### config.mk
export PLATFORM = sky130hd
export DESIGN_NAME = poison_regfile
export DESIGN_NICKNAME = d
export VERILOG_FILES = /design/src/rtl/poison_regfile_pkg.sv /design/src/rtl/poison_bank.sv /design/src/rtl/poison_decide.sv /design/src/rtl/poison_regfile.sv
export SDC_FILE = /design/constraint.sdc
export NUM_CORES = 2
export LEC_CHECK = 0
export BUFFER_PORTS_ARGS = -buffer_cell sky130_fd_sc_hd__clkbuf_2
export CORE_MARGIN = 4
export CORE_UTILIZATION = 55
export CTS_BUF_LIST = sky130_fd_sc_hd__clkbuf_4
export CTS_CLUSTER_SIZE = 24
export DETAILED_ROUTE_END_ITERATION = 16
export PLACE_DENSITY = 0.81
export SYNTH_ARGS = -nofsm -noshare
export SYNTH_HDL_FRONTEND = slang
export SYNTH_SLANG_ARGS = --single-unit
### constraint.sdc
create_clock -name clk -period 4.55 [get_ports clk]
set_clock_uncertainty 0.15 [all_clocks]
set_input_delay 0.91 -clock clk [delete_from_list [all_inputs] [get_ports clk]]
set_output_delay 0.91 -clock clk [all_outputs]
set_load 0.05 [all_outputs]
### src/rtl/poison_regfile_pkg.sv
package poison_regfile_pkg;

    typedef enum logic {
        EXC_RESUMABLE   = 1'b0,
        EXC_TERMINATING = 1'b1
    } exc_class_e;

    typedef struct packed {
        logic fault;        // normal instruction consumed tainted data
        logic fault_from_b; // source B picked as the reported index
        logic report;       // exception passed through now
        logic commit;       // destination write goes ahead
        logic taint;        // taint value written with the destination
    } verdict_t;

endpackage

### src/rtl/poison_bank.sv
module poison_bank #(
    parameter int WIDTH   = 32,
    parameter int ENTRIES = 16,
    localparam int IDX_W  = $clog2(ENTRIES)
) (
    input  logic             clk,
    input  logic             rst_n,
    input  logic [IDX_W-1:0] rd_a_idx,
    input  logic [IDX_W-1:0] rd_b_idx,
    output logic [WIDTH-1:0] rd_a_val,
    output logic [WIDTH-1:0] rd_b_val,
    input  logic             we,
    input  logic [IDX_W-1:0] wr_idx,
    input  logic [WIDTH-1:0] wr_val
);

    logic [ENTRIES-1:0][WIDTH-1:0] slot_d;
    logic [ENTRIES-1:0][WIDTH-1:0] slot_q;

    for (genvar g = 0; g < ENTRIES; g++) begin : g_slot
        if (g == 0) begin : g_zero
            assign slot_d[g] = '0;
        end else begin : g_live
            assign slot_d[g] = (we && wr_idx == IDX_W'(g)) ? wr_val : slot_q[g];
        end
    end

    always_ff @(posedge clk) begin
        if (!rst_n) begin
            slot_q <= '0;
        end else begin
            slot_q <= slot_d;
        end
    end

    assign rd_a_val = slot_q[rd_a_idx];
    assign rd_b_val = slot_q[rd_b_idx];

    AST_BANK_STORE: assert property (@(posedge clk) disable iff (!rst_n)
        (we && wr_idx != '0) |=> (slot_q[$past(wr_idx)] == $past(wr_val)));

    AST_SLOT0_HELD: assert property (@(posedge clk) disable iff (!rst_n)
        we |=> (slot_q[0] == '0));

endmodule

### src/rtl/poison_decide.sv
module poison_decide
    import poison_regfile_pkg::*;
(
    input  logic     issue_valid,
    input  logic     spec,
    input  logic     taint_a,
    input  logic     taint_b,
    input  logic     exc_valid,
    input  logic     exc_terminating,
    input  logic     wr_en,
    input  logic     dest_nonzero,
    output verdict_t verdict
);

    logic       tainted_src;
    exc_class_e cls;

    always_comb begin
        cls         = exc_class_e'(exc_terminating);
        tainted_src = taint_a || taint_b;
        verdict     = '0;
        if (issue_valid) begin
            verdict.fault        = !spec && tainted_src;
            verdict.fault_from_b = !taint_a;
            verdict.report       = exc_valid && (cls == EXC_RESUMABLE || !spec);
            if (spec) begin
                verdict.commit = wr_en && dest_nonzero;
                verdict.taint  = tainted_src || (exc_valid && cls == EXC_TERMINATING);
            end else begin
                verdict.commit = wr_en && dest_nonzero && !tainted_src && !exc_valid;
                verdict.taint  = 1'b0;
            end
        end
    end

endmodule

### src/rtl/poison_regfile.sv
module poison_regfile
    import poison_regfile_pkg::*;
#(
    parameter int DATA_W = 32,
    parameter int NREGS  = 16,
    localparam int IDX_W = $clog2(NREGS)
) (
    input  logic              clk,
    input  logic              rst_n,
    input  logic              issue_valid,
    input  logic              spec,
    input  logic [IDX_W-1:0]  src_a_idx,
    input  logic [IDX_W-1:0]  src_b_idx,
    output logic [DATA_W-1:0] rd_a_data,
    output logic              rd_a_poison,
    output logic [DATA_W-1:0] rd_b_data,
    output logic              rd_b_poison,
    input  logic              wr_en,
    input  logic [IDX_W-1:0]  wr_idx,
    input  logic [DATA_W-1:0] wr_data,
    input  logic              exc_valid,
    input  logic              exc_terminating,
    output logic              fault,
    output logic [IDX_W-1:0]  fault_idx,
    output logic              exc_report,
    output logic              exc_report_term
);

    verdict_t verdict;

    poison_bank #(.WIDTH(DATA_W), .ENTRIES(NREGS)) data_bank_i (
        .clk      (clk),
        .rst_n    (rst_n),
        .rd_a_idx (src_a_idx),
        .rd_b_idx (src_b_idx),
        .rd_a_val (rd_a_data),
        .rd_b_val (rd_b_data),
        .we       (verdict.commit),
        .wr_idx   (wr_idx),
        .wr_val   (wr_data)
    );

    poison_bank #(.WIDTH(1), .ENTRIES(NREGS)) taint_bank_i (
        .clk      (clk),
        .rst_n    (rst_n),
        .rd_a_idx (src_a_idx),
        .rd_b_idx (src_b_idx),
        .rd_a_val (rd_a_poison),
        .rd_b_val (rd_b_poison),
        .we       (verdict.commit),
        .wr_idx   (wr_idx),
        .wr_val   (verdict.taint)
    );

    poison_decide decide_i (
        .issue_valid     (issue_valid),
        .spec            (spec),
        .taint_a         (rd_a_poison),
        .taint_b         (rd_b_poison),
        .exc_valid       (exc_valid),
        .exc_terminating (exc_terminating),
        .wr_en           (wr_en),
        .dest_nonzero    (wr_idx != '0),
        .verdict         (verdict)
    );

    assign fault           = verdict.fault;
    assign fault_idx       = !verdict.fault ? '0 :
                             (verdict.fault_from_b ? src_b_idx : src_a_idx);
    assign exc_report      = verdict.report;
    assign exc_report_term = verdict.report && exc_terminating;

    AST_FAULT_NEEDS_TAINT: assert property (@(posedge clk) disable iff (!rst_n)
        fault |-> (issue_valid && !spec && (rd_a_poison || rd_b_poison)));

    AST_FAULT_BLOCKS_WRITE: assert property (@(posedge clk) disable iff (!rst_n)
        fault |-> !verdict.commit);

    AST_SPEC_TERM_SILENT: assert property (@(posedge clk) disable iff (!rst_n)
        (issue_valid && spec && exc_valid && exc_terminating) |-> (!exc_report && !fault));

    AST_RESUMABLE_PASSES: assert property (@(posedge clk) disable iff (!rst_n)
        (issue_valid && exc_valid && !exc_terminating) |-> (exc_report && !exc_report_term));

    AST_NORMAL_TERM_PASSES: assert property (@(posedge clk) disable iff (!rst_n)
        (issue_valid && !spec && exc_valid && exc_terminating) |-> (exc_report && exc_report_term));

    AST_CLEAN_COMMIT_UNTAINTED: assert property (@(posedge clk) disable iff (!rst_n)
        (verdict.commit && !spec) |-> !verdict.taint);

    AST_SPEC_TAINT_SPREADS: assert property (@(posedge clk) disable iff (!rst_n)
        (issue_valid && spec && (rd_a_poison || rd_b_poison) && verdict.commit) |-> verdict.taint);

    AST_IDX0_CLEAN: assert property (@(posedge clk) disable iff (!rst_n)
        (src_a_idx == '0) |-> (!rd_a_poison && rd_a_data == '0));

endmodule

==> metrics <==
# DRC 0; Area growth syn-to-layout 12.7%; Clk Latency, worst-skew pair between 0.9 and 1 ns; critical path peak fanout 6; Top delay family on crit path compound AO/OA/AOI/OAI gates; clk slew on worst S/H paths 0.07 ns; layout cell share with drive strength beyond 1 a little under a third; area leader, netlist dfxtp_1; Mapped Nets around 2300; vias in the first global route about 20000; Commonest cells post-synth nand2_1 (532), mux2i_1 (499), dfxtp_1 (495); EDFF count, synth 0; Die H 223 µm; Slew @ Worst Pin 0.677 ns; 1st-iter DRT viols around 1900; die area about 0.05 mm²; Synth cell types 37; synthesized flop and latch total 495; PortBufs around 120; Die W between 200 and 250 µm; clk root buf clkbuf_4; status complete, no violations; Post-CTS Setup Bufs 0; top cells by area, synth dfxtp_1 (39%), mux4_2 (23%), mux2i_1 (20%); post-layout min period between 4 and 5 ns; # hold bufs at CTS 0; worst-path cell chain mux2_2, a221oi_1, o22ai_2, or2_2, mux2i_1, nor2_1, buf_12; Critical Path Source Type register; vias per std cell around 6.3; Filler Cell Count around 3400; Setup violations, final 0; initial antenna violation count 5; first-pass GRT wire length between 100 and 150 mm; remaining antenna violation count after routing 0; Final Total Pwr between 0.008 and 0.009 W; Crit path largest cell delay between 0.3 and 0.4 ns; Critical path buffers and inverters 1; Rows approximately 80; cells after synthesis about 2200; drt total wl 71.1 mm; pin count of the biggest net entering global routing a little under 90; top cell type's share of synthesized area between 30% and 40%; Hold Slack 0.240 ns; Slew HR 54.9%; Nets 2355; WS Path Type reg2out; Cell Pwr Density 311 mW/mm²; vias about 19000; Core Area around 0.046 mm²; Final HPWL DP about 43 mm; Pre-antenna DRT Iters 8; routability cong. 0.827; cts bufs inserted around 130; CTS max path bufs 3; Synth Flop Type dfxtp_1; Ports approximately 120; fin crit share between 90% and 100%; Initial Util 55.9%; final hold viol count 0; GRT Residual Overflow 0; CP endpoint kind output pin; sequential area share after synthesis about two fifths; clock sink count just under 500; Data required, critical path roughly 3.5 ns; Hold Crit Class in2reg; RSZ-0062 raised after global routing no; Max VDD drop about 180 µV; Synth Cell Area around 0.025 mm²; CTS tree built; crit path max-delay cell type or2_2; DR WL/cell ~24 µm; Fmax 0.239 GHz; H-tree depth 4; WP data arrival between 3 and 4 ns; fraction of registers with async set/reset 0%; Post-CTS Resized 0; fin. max-slew vios 0; MaxCap Viol Count 0; Sum Neg Setup Slack 0 ns; Post-Syn Area per Cell between 10 and 15 µm²; top-count cell post-synth nand2_1; synth warn 0; GRT Total Usage between 20% and 30%; Leak Pwr ~12 nW
## sequential cells by signal, summed over array words and instances, names as in the netlist
register and flops:
data_bank_i.slot_q 480, taint_bank_i.slot_q 15
## layout make-up
type	count	area (µm²)	share of cell area [%]
Clock buffer	170	1280	4.44
Multi-Input combinational cell	1476	14600	51.0
Sequential cell	495	9910	34.5
Antenna cell	6	15.0	0.0523
Timing Repair Buffer	196	1840	6.41
Inverter	4	15.0	0.0523
Clock inverter	43	278	0.967
Tap cell	600	751	2.61
## power by group
part           internal [W]  switching [W]  total (W)  leakage, nW
clock network       0.00196        0.00186    0.00382        0.931
registers           0.00436      0.0000216    0.00438         3.99
logic              0.000252       0.000461   0.000714         6.75
## through the flow
stage / cell area (µm²) / setup WS, ns / instances / utilization (%)
floorplan: 25500 / 0.0449 / 2202 / -
global placement: 27200 / 0.424 / 2771 / 59.6
detailed placement: 27200 / 0.390 / 2771 / 59.6
CTS: 28700 / 0.344 / 2984 / 63.0
global route: 28700 / 0.285 / 2987 / 63.0
finish: 28700 / 0.370 / 2990 / 63.0
## kinds of logic (layout without fill, tap and decap cells)
family | count (synthesis) | in the layout | synth area share [%]
AND/OR/NAND/NOR | 572 | 572 | 8.86
multiplexers | 828 | 828 | 45.7
other | 0 | 6 | 0
flip-flops | 495 | 495 | 38.9
AO/OA/AOI/OAI | 76 | 76 | 2.56
buffers and inverters | 231 | 413 | 4.02
## worst paths after layout
check / start / endpoint / slack, ns / cells past startpoint
worst max-delay path: taint_bank_i.slot_q[3] / fault_idx[0] / 0.37 / 7
worst min-delay path: rst_n / data_bank_i.slot_q[145] / 0.24 / 3
worst max register to register: taint_bank_i.slot_q[14] / data_bank_i.slot_q[302] / 1.29 / 9
worst min register to register: data_bank_i.slot_q[478] / data_bank_i.slot_q[478] / 0.32 / 2
## worst reg2reg max path, delay by kind of cell (launching register included)
family                 cells  cell delay (ns)
muxes                      2             0.76
DFF                        1             0.33
buffers and inverters      3             0.88
AOI/OAI and AO/OA          3             0.86
and+or+nand+nor            1             0.17
## metal layers
layer	share of wire, %	GRT usage (%)
met5	0.059	0
met4	4.5	14.0
met3	9.0	7.49
met2	48	45.7
met1	38	35.4
## placed cells by master, fill, tap and decap left out, types with 3 or more instances in the layout
cell       Yosys  final
inv_1          3      3
nand2_1      532    529
mux4_2       261    261
clkbuf_4       0    170
mux2i_1      499    499
bufinv_16      0      4
diode_2        0      6
nand2b_2       0      3
clkbuf_2       0     87
buf_12         0     45
clkinv_1       1     25
a22o_1        64     64
nand2_2        0      3
clkinv_2       0      6
nor2b_1        5      3
nor3b_1        4      4
nor2_4         0      6
mux2_2        68     68
inv_2          0      8
buf_4         29     58
dfxtp_1      495    495
nor2_1         8      5
nand3b_1       3      3
(Power assumes the default switching activity.)
